## config.mk

```make
export PLATFORM = sky130hd
export DESIGN_NAME = adc_port_demux
export DESIGN_NICKNAME = d
export VERILOG_FILES = /design/src/rtl/adc_demux_pkg.sv /design/src/rtl/adc_sync_phase.sv /design/src/rtl/adc_lat_pipe.sv /design/src/rtl/adc_port_outs.sv /design/src/rtl/adc_port_demux.sv
export SDC_FILE = /design/constraint.sdc
export NUM_CORES = 1
export LEC_CHECK = 0
export CORE_ASPECT_RATIO = 0.7
export CORE_MARGIN = 10
export CORE_UTILIZATION = 53
export CTS_BUF_LIST = sky130_fd_sc_hd__clkbuf_8
export CTS_CLUSTER_DIAMETER = 120
export DETAILED_ROUTE_END_ITERATION = 8
export PLACE_DENSITY_LB_ADDON = 0.08
export SLEW_MARGIN = 15
export SYNTH_ARGS = -nofsm -noshare
export SYNTH_HDL_FRONTEND = slang
export SYNTH_SLANG_ARGS = --single-unit
```

## constraint.sdc

```tcl
create_clock -name clk -period 1.2 [get_ports clk]
set_clock_uncertainty 0.1 [all_clocks]
set_input_delay 0.18 -clock clk [delete_from_list [all_inputs] [get_ports clk]]
set_output_delay 0.18 -clock clk [all_outputs]
set_load 0.02 [all_outputs]
```

## src/rtl/adc_demux_pkg.sv

```systemverilog
package adc_demux_pkg;

  typedef enum logic {
    PORT_A = 1'b0,
    PORT_B = 1'b1
  } port_e;

  // Routing tag travelling alongside each sample through the latency line
  typedef struct packed {
    logic  occ;   // slot holds a captured sample
    port_e port;  // destination port
    logic  ok;    // sample not corrupted by a realignment
  } slot_t;

endpackage

```

## src/rtl/adc_sync_phase.sv

```systemverilog
module adc_sync_phase
  import adc_demux_pkg::*;
#(
  parameter bit PHASE_INIT = 1'b0
) (
  input  logic  clk,
  input  logic  rst,
  input  logic  single_mode,
  input  logic  sync_in,
  output port_e cap_port,
  output logic  cap_ok
);

  logic  sync_q1, sync_q2;
  logic  bad_pend;
  port_e ph;
  port_e ph_use;
  logic  fall_det;
  logic  conflict;

  // high sampled, then low sampled: falling edge seen this cycle
  assign fall_det = sync_q2 & ~sync_q1 & ~single_mode;
  assign ph_use   = fall_det ? PORT_A : ph;
  assign conflict = fall_det & (ph == PORT_B);
  assign cap_port = single_mode ? PORT_A : ph_use;
  assign cap_ok   = ~(conflict | bad_pend);

  always_ff @(posedge clk) begin
    if (rst) begin
      sync_q1  <= 1'b0;
      sync_q2  <= 1'b0;
      ph       <= port_e'(PHASE_INIT);
      bad_pend <= 1'b0;
    end else begin
      sync_q1  <= sync_in;
      sync_q2  <= sync_q1;
      ph       <= (ph_use == PORT_A) ? PORT_B : PORT_A;
      bad_pend <= conflict;
    end
  end


  sync_to_a_chk: assert property (@(posedge clk) disable iff (rst)
    (!single_mode && !$past(rst) && !$past(rst, 2) &&
     $past(sync_in, 2) && !$past(sync_in)) |-> (cap_port == PORT_A));


  bad_pair_chk: assert property (@(posedge clk) disable iff (rst)
    (!single_mode && bad_pend) |-> (cap_port == PORT_B && !cap_ok));

endmodule

```

## src/rtl/adc_lat_pipe.sv

```systemverilog
module adc_lat_pipe
  import adc_demux_pkg::*;
#(
  parameter int DATA_W = 8,
  parameter int DEPTH  = 5,
  parameter int TAP_S  = 3,
  parameter int TAP_D  = 4
) (
  input  logic              clk,
  input  logic              rst,
  input  logic [DATA_W-1:0] din,
  input  slot_t             slot_in,
  output logic [DATA_W-1:0] tap_s_data,
  output slot_t             tap_s_slot,
  output logic [DATA_W-1:0] tap_d_data,
  output slot_t             tap_d_slot
);

  logic [DATA_W-1:0] data_q [DEPTH];
  slot_t             slot_q [DEPTH];

  // data stages carry no reset; the occupancy tag qualifies them
  always_ff @(posedge clk) begin
    data_q[0] <= din;
    for (int i = 1; i < DEPTH; i++) begin
      data_q[i] <= data_q[i-1];
    end
  end

  always_ff @(posedge clk) begin
    if (rst) begin
      for (int i = 0; i < DEPTH; i++) begin
        slot_q[i] <= '0;
      end
    end else begin
      slot_q[0] <= slot_in;
      for (int i = 1; i < DEPTH; i++) begin
        slot_q[i] <= slot_q[i-1];
      end
    end
  end

  assign tap_s_data = data_q[TAP_S];
  assign tap_s_slot = slot_q[TAP_S];
  assign tap_d_data = data_q[TAP_D];
  assign tap_d_slot = slot_q[TAP_D];

endmodule

```

## src/rtl/adc_port_outs.sv

```systemverilog
module adc_port_outs
  import adc_demux_pkg::*;
#(
  parameter int DATA_W = 8
) (
  input  logic              clk,
  input  logic              rst,
  input  logic              single_mode,
  input  slot_t             sel_slot,
  input  logic [DATA_W-1:0] sel_data,
  output logic [DATA_W-1:0] a_data,
  output logic              a_valid,
  output logic [DATA_W-1:0] b_data,
  output logic              b_valid
);

  logic a_upd, b_upd;

  assign a_upd = sel_slot.occ && (sel_slot.port == PORT_A);
  assign b_upd = sel_slot.occ && (sel_slot.port == PORT_B) && !single_mode;

  always_ff @(posedge clk) begin
    if (rst) begin
      a_data  <= '0;
      a_valid <= 1'b0;
      b_data  <= '0;
      b_valid <= 1'b0;
    end else begin
      if (a_upd) begin
        a_data  <= sel_data;
        a_valid <= sel_slot.ok;
      end
      if (b_upd) begin
        b_data  <= sel_data;
        b_valid <= sel_slot.ok;
      end
    end
  end


  b_hold_chk: assert property (@(posedge clk) disable iff (rst)
    $past(single_mode) |-> ($stable(b_data) && $stable(b_valid)));


  a_valid_drop_chk: assert property (@(posedge clk) disable iff (rst)
    $fell(a_valid) |-> !$past(single_mode));


  b_no_repeat_chk: assert property (@(posedge clk) disable iff (rst)
    (!single_mode && $past(b_upd)) |-> !b_upd);

endmodule

```

## src/rtl/adc_port_demux.sv

```systemverilog
module adc_port_demux
  import adc_demux_pkg::*;
#(
  parameter int DATA_W     = 8,
  parameter int LAT_SINGLE = 4,
  parameter int LAT_DUAL   = 5,
  parameter bit PHASE_INIT = 1'b0
) (
  input  logic              clk,
  input  logic              rst,
  input  logic              single_mode,
  input  logic              sync_in,
  input  logic [DATA_W-1:0] din,
  output logic [DATA_W-1:0] a_data,
  output logic              a_valid,
  output logic [DATA_W-1:0] b_data,
  output logic              b_valid
);

  localparam int DEPTH = (LAT_DUAL > LAT_SINGLE) ? LAT_DUAL : LAT_SINGLE;
  localparam int TAP_S = LAT_SINGLE - 1;
  localparam int TAP_D = LAT_DUAL - 1;

  port_e             cap_port;
  logic              cap_ok;
  slot_t             cap_slot;
  logic [DATA_W-1:0] tap_s_data, tap_d_data, sel_data;
  slot_t             tap_s_slot, tap_d_slot, sel_slot;

  adc_sync_phase #(
    .PHASE_INIT (PHASE_INIT)
  ) phase_i (
    .clk         (clk),
    .rst         (rst),
    .single_mode (single_mode),
    .sync_in     (sync_in),
    .cap_port    (cap_port),
    .cap_ok      (cap_ok)
  );

  assign cap_slot = '{occ: 1'b1, port: cap_port, ok: cap_ok};

  adc_lat_pipe #(
    .DATA_W (DATA_W),
    .DEPTH  (DEPTH),
    .TAP_S  (TAP_S),
    .TAP_D  (TAP_D)
  ) pipe_i (
    .clk        (clk),
    .rst        (rst),
    .din        (din),
    .slot_in    (cap_slot),
    .tap_s_data (tap_s_data),
    .tap_s_slot (tap_s_slot),
    .tap_d_data (tap_d_data),
    .tap_d_slot (tap_d_slot)
  );

  generate
    if (LAT_SINGLE == LAT_DUAL) begin : g_same_lat
      assign sel_data = tap_d_data;
      assign sel_slot = tap_d_slot;
    end else begin : g_mode_lat
      assign sel_data = single_mode ? tap_s_data : tap_d_data;
      assign sel_slot = single_mode ? tap_s_slot : tap_d_slot;
    end
  endgenerate

  adc_port_outs #(
    .DATA_W (DATA_W)
  ) outs_i (
    .clk         (clk),
    .rst         (rst),
    .single_mode (single_mode),
    .sel_slot    (sel_slot),
    .sel_data    (sel_data),
    .a_data      (a_data),
    .a_valid     (a_valid),
    .b_data      (b_data),
    .b_valid     (b_valid)
  );

endmodule

```

==> impl_metrics.py, run 1 <==
metrics = {
    "critical_path": {
        "worst-endpoint-required_ns": 1.33,
        "criticalPathCategory": "reg -> reg",
        "rrSetupSlack_ns": 0.006,
        "worst_setup_path_end_kind": "register",
        "setup.worst_path.start_class": "register",
        "critPathArrivalTime_ns": 1.32,
        "worst-path-max-fanout": 4,
    },
    "synthesis": {
        "mappedNetlistNets": 167,
        "post_synth_instance_area_sq_mm": 0.00214,
        "ys_dominant_reg_cell": "sky130_fd_sc_hd__dfxtp_1",
        "synth.ff_latch_count": 77,
        "synth.yosys.seq_area_share_pct": 72.1,
        "synth-edff-count": 0,
        "synthesis.area_per_instance_sq_um": 13.8,
        "synth.distinct_cells": 20,
        "ys_warn_count": 0,
        "ys_async_sr_fraction_pct": 0,
        "syn-instance-count": 155,
    },
    "timing": {
        "final.setup.tns_ns": 0,
        "worst_slew_pin_slew_ns": 0.255,
        "clock.fmax_mhz": 838,
        "hold_viol_final": 0,
        "post-route-period-util_pct": 99.5,
        "slew_headroom_pct": 83.0,
        "finalMaxSlewViolations": 0,
        "setup_viol": 0,
        "unrepaired_setup_endpoints_after_global_routing": "true",
        "timing.final.crit_period_ns": 1.19,
    },
    "grt": {
        "largest_net_degree_at_the_start_of_global_routing": 26,
        "first_pass_grt_wire_length_mm": 6.02,
        "overflow": 0,
        "via_count_of_the_first_global_routing_pass": 1269,
        "overall_routing_resource_usage_pct": 11.7,
        "initial_antenna_violation_count": 0,
    },
    "cts": {
        "cts_tree": "yes",
        "clk_transition_reported_paths_ns": 0.08,
        "clkLatencyLatePin_ns": 0.35,
        "clock-root-buffer": "sky130_fd_sc_hd__clkbuf_8",
        "clk_path_buf_depth": 2,
        "cts-htree-levels": 3,
        "cts_num_sinks": 77,
        "holdBufCountCts": 0,
        "tritoncts.num_buffers": 9,
    },
    "floorplan": {
        "placementRows": 19,
        "die_w_microns": 95.9,
        "floorplan.initialDensity_pct": 54.8,
        "pin_count": 30,
        "core_region_area_sq_mm": 0.00390,
        "die-area_sq_mm": 0.00702,
        "floorplan.die.height_microns": 73.1,
    },
    "drt": {
        "post_detailed_route_count_of_antenna_violating_nets": 0,
        "vias_per_cell": 4.65,
        "vias": 1218,
        "drt-pass1-iter-count": 4,
        "wl_per_cell_microns": 14.0,
        "drc": 0,
        "drt_iter0_markers": 39,
        "detail_route.wirelength_mm": 3.66,
    },
    "placement": {
        "globalplace.congestion": 0.727,
        "dp_cells": 245,
        "post-dp-hpwl_mm": 2.53,
        "numPortBuffers": 29,
    },
    "cells_and_area": {
        "fin_util_pct": 70.0,
        "antennaDiodeCount": 0,
        "area.growth.synth_to_final_pct": 27.7,
        "design.final.nets": 217,
        "final_cell_count_no_fill": 262,
        "drive_gt1_share_pct": 29.0,
    },
    "power_and_ir_drop": {
        "leakagePower_nw": 1.17,
        "total_power_consumption_of_the_routed_design_mw": 4.93,
        "power.density_mw_per_mm2": 1810,
        "peakVddDrop_uv": 1500,
    },
    "run_status": {
        "outcome": "completed",
    },
    "min_path": {
        "worstHoldPathType": "in -> reg",
    },
    "job": {
        "drv_cap": 0,
    },
}
what timing repair did:
action                                 4_1_cts  5_1_grt
setup endpoints to repair                   26       13
setup buffers                                1        0
endpoints found under the hold margin        0        0
gates resized for setup                     76       11
pin swaps                                    0        1
power by group:
part | switching (mW) | internal [mW] | total, mW
Sequential | 0.0366 | 2.65 | 2.69
Clock | 0.912 | 1.17 | 2.09
Combinational | 0.0672 | 0.0837 | 0.151
logic make-up (layout without fill, tap and decap cells):
family	count (synthesis)	after routing	synth area share (%)
buf+inv	7	62	2.81
mux	27	27	12.6
flops	77	77	72.1
compound gates	11	11	3.57
simple gates	33	33	8.89
placed cells by master, fill, tap and decap left out, drive strengths merged:
cell           count
a21oi              1
a311oi             1
buf               33
bufinv             2
clkbuf             9
clkdlybuf4s50     11
clkinv             2
clkinvlp           3
dfxtp             77
inv                2
mux2i             27
nand2              3
nand3              1
nand3b             1
nor2              10
nor2b             17
nor3b              1
o22ai              9
registers in the layout (all words and copies together), names as in the netlist:
name / count
pipe_i.data_q: 40
pipe_i.slot_q: 15
outs_i.a_data: 8
outs_i.b_data: 8
outs_i.a_valid: 1
outs_i.b_valid: 1
phase_i.bad_pend: 1
phase_i.ph: 1
phase_i.sync_q1: 1
phase_i.sync_q2: 1
through the flow:
stage          hold WS (ns)  instance area (sq um)  setup slack (ns)
2_1_floorplan         0.108                   2140             0.104
3_3_place_gp          0.210                   2550            -0.191
3_5_place_dp          0.213                   2550            -0.253
4_1_cts               0.151                   2700           0.00275
5_1_grt               0.153                   2730           -0.0307
6_report              0.166                   2730           0.00606
worst max-delay path: stages, from the launching register on:
cell and delay (ns):
sky130_fd_sc_hd__dfxtp_2 0.34, sky130_fd_sc_hd__nor2b_4 0.18, sky130_fd_sc_hd__buf_6 0.14, sky130_fd_sc_hd__mux2i_1 0.21, sky130_fd_sc_hd__o22ai_1 0.10
layer usage:
layer	vias to the layer above	wire length, microns	track usage [%]
li1	621	-	-
met1	559	1580	12.7
met2	31	1710	17.4
met3	7	307	6.89
met4	0	66	6.36
met5	-	0	0
cells in the mapped netlist, types with 2 or more instances:
| library cell | count | area, sq um |
|---|---|---|
| sky130_fd_sc_hd__nand2_2 | 2 | 12.5 |
| sky130_fd_sc_hd__buf_6 | 2 | 22.5 |
| sky130_fd_sc_hd__o22ai_1 | 8 | 50.1 |
| sky130_fd_sc_hd__buf_2 | 2 | 10.0 |
| sky130_fd_sc_hd__nor2_1 | 10 | 37.5 |
| sky130_fd_sc_hd__nor2b_1 | 15 | 93.8 |
| sky130_fd_sc_hd__mux2i_1 | 27 | 270 |
| sky130_fd_sc_hd__dfxtp_1 | 77 | 1540 |
worst paths after layout:
check | cells past startpoint | endpoint | start
max | 4 | outs_i.a_data[7] | pipe_i.slot_q[0][11]
min | 1 | pipe_i.data_q[0][5] | din[5]
max reg2reg | 4 | outs_i.a_data[7] | pipe_i.slot_q[0][11]
min reg2reg | 0 | pipe_i.data_q[3][6] | pipe_i.data_q[2][6]
area by class of cell:
cell class | instances | area (sq um)
Multi-Input combinational cell | 71 | 549
Clock buffer | 9 | 124
Fill cell | 295 | 1170
Sequential cell | 77 | 1550
Inverter | 2 | 7.51
Timing Repair Buffer | 44 | 338
Tap cell | 52 | 65.1
Clock inverter | 7 | 100
Power figures use the tool's default switching activity.
==> inputs of run 2 (changes only) <==
- CAP_MARGIN: unset -> 20
- CORE_ASPECT_RATIO: 0.7 -> 1.25
==> run 2 against run 1 <==
Net effect:
- utilization is 1.3 points higher
- flip-flop and latch count unchanged
- sequential share of layout area fell by 0.30 points
- clock power is 2% lower
- count of clock-buffer cells in the layout rose by 1
- critical path depth is the same
- routed wire length up 1.3%
- non-clock buffer count unchanged
- fmax increased by 0.27%
- via count is 1.3% higher
- register-to-register slack barely moved
- cell area grew 0.46%
==> impl_metrics.py, run 2 (same netlist as run 1, synthesis figures left out) <==
metrics = {
    "timing": {
        "clock.fmax_mhz": 840,
        "timing.hold.ws_ns": 0.192,
        "final.setup.tns_ns": 0,
        "setup_viol": 0,
        "hold_viol_final": 0,
        "post-route-period-util_pct": 99.2,
        "slew_headroom_pct": 83.2,
        "timing.final.crit_period_ns": 1.19,
        "unrepaired_setup_endpoints_after_global_routing": "true",
        "finalMaxSlewViolations": 0,
        "worst_slew_pin_slew_ns": 0.251,
    },
    "cells_and_area": {
        "top_reg_by_flops": "pipe_i.data_q",
        "final_common_cell": "sky130_fd_sc_hd__dfxtp_1",
        "finalInstanceArea_sq_mm": 0.00274,
        "final_cell_count_no_fill": 263,
        "area.growth.synth_to_final_pct": 28.3,
        "fillCellCount": 293,
        "reg.largest.list": "pipe_i.data_q x40, pipe_i.slot_q x15",
        "design.final.nets": 217,
        "antennaDiodeCount": 0,
        "most_frequent_cells_in_the_layout": "74 x sky130_fd_sc_hd__dfxtp_1, 26 x sky130_fd_sc_hd__mux2i_1, 18 x sky130_fd_sc_hd__buf_2",
        "drive_gt1_share_pct": 27.3,
        "largest_register_ff_count": 40,
    },
    "grt": {
        "largest_net_degree_at_the_start_of_global_routing": 26,
        "via_count_of_the_first_global_routing_pass": 1351,
        "overflow": 0,
        "overall_routing_resource_usage_pct": 11.0,
        "first_pass_grt_wire_length_mm": 6.10,
        "initial_antenna_violation_count": 0,
    },
    "power_and_ir_drop": {
        "leakagePower_nw": 1.19,
        "peakVddDrop_uv": 1440,
        "power.density_mw_per_mm2": 1780,
        "total_power_consumption_of_the_routed_design_mw": 4.88,
    },
    "drt": {
        "drt-pass1-iter-count": 4,
        "vias": 1234,
        "vias_per_cell": 4.69,
        "drc": 0,
        "detail_route.wirelength_mm": 3.71,
        "drt_iter0_markers": 61,
        "wl_per_cell_microns": 14.1,
        "post_detailed_route_count_of_antenna_violating_nets": 0,
    },
    "floorplan": {
        "floorplan.initialDensity_pct": 55.6,
        "pin_count": 30,
        "floorplan.die.height_microns": 91.0,
        "die_w_microns": 76.8,
        "die-area_sq_mm": 0.00699,
        "core_region_area_sq_mm": 0.00385,
        "placementRows": 25,
    },
    "placement": {
        "globalplace.congestion": 0.751,
        "placed_cell_area_sq_mm": 0.00259,
        "post-dp-hpwl_mm": 2.52,
        "dp_cells": 248,
        "numPortBuffers": 29,
    },
    "run_status": {
        "outcome": "completed",
    },
    "cts": {
        "clock-root-buffer": "sky130_fd_sc_hd__clkbuf_8",
        "tritoncts.num_buffers": 9,
        "post-cts-setup-buffers": 0,
        "cts_num_sinks": 77,
        "holdBufCountCts": 0,
        "clkLatencyLatePin_ns": 0.33,
        "cts_tree": "yes",
        "clk_transition_reported_paths_ns": 0.07,
        "clk_path_buf_depth": 2,
        "cts-htree-levels": 3,
    },
    "critical_path": {
        "worst-path-max-fanout": 5,
        "setup.worst_path.start_class": "register",
        "criticalPathCategory": "reg -> reg",
        "rrSetupSlack_ns": 0.009,
        "worst-endpoint-required_ns": 1.30,
        "critPathArrivalTime_ns": 1.29,
        "worst_setup_path_end_kind": "register",
    },
    "min_path": {
        "worstHoldPathType": "in -> reg",
    },
    "job": {
        "drv_cap": 0,
    },
}
==> run 2: routing by layer <==
| metal | vias to the layer above | share of wire [%] | GRT usage [%] | wire [microns] |
|---|---|---|---|---|
| li1 | 620 | - | - | - |
| met1 | 580 | 41 | 10.7 | 1510 |
| met2 | 27 | 53 | 19.4 | 1960 |
| met3 | 7 | 5.0 | 4.04 | 186 |
| met4 | 0 | 1.3 | 6.52 | 48 |
| met5 | - | 0 | 0 | 0 |
==> run 2: path summary, 6_finish.rpt <==
path	from	to	cells past startpoint
worst min-delay path	din[5]	pipe_i.data_q[0][5]	1
worst min register to register	pipe_i.data_q[2][3]	pipe_i.data_q[3][3]	0
worst max-delay path	pipe_i.slot_q[0][11]	outs_i.a_data[4]	4
worst max register to register	pipe_i.slot_q[0][11]	outs_i.a_data[4]	4
==> run 2: worst max-delay path: stages, from the launching register on <==
cell and delay, ns:
sky130_fd_sc_hd__dfxtp_2 0.33, sky130_fd_sc_hd__nor2b_4 0.17, sky130_fd_sc_hd__buf_6 0.16, sky130_fd_sc_hd__mux2i_1 0.21, sky130_fd_sc_hd__o22ai_1 0.10
==> run 2: final cells by class <==
| class | instances | area, sq um | share of cell area (%) |
|---|---|---|---|
| well taps | 54 | 67.6 | 2.46 |
| inverters | 2 | 7.51 | 0.274 |
| clock inverters | 5 | 76.3 | 2.78 |
| flip-flops and latches | 77 | 1550 | 56.3 |
| clock buffers | 10 | 138 | 5.02 |
| multi-input cells | 71 | 554 | 20.2 |
| repair buffers | 44 | 354 | 12.9 |
==> run 2: power by group <==
part / switching, mW / internal, mW / leakage [nW]
registers: 0.0349 / 2.65 / 0.640
logic: 0.0714 / 0.0864 / 0.439
clock network: 0.832 / 1.21 / 0.110
==> run 2: timing repair <==
action                     CTS  global route
gates resized for setup     75             4
setup endpoints to repair   22             9
pin swaps                    1             1
==> run 2: stage by stage <==
stage | worst slack, ns | utilization [%]
after floorplan | 0.104 | -
final | 0.00929 | 71.3
after CTS | -0.0248 | 70.9
after detailed placement | -0.288 | 67.4
after global routing | -0.0416 | 71.3
after global placement | -0.210 | 67.4
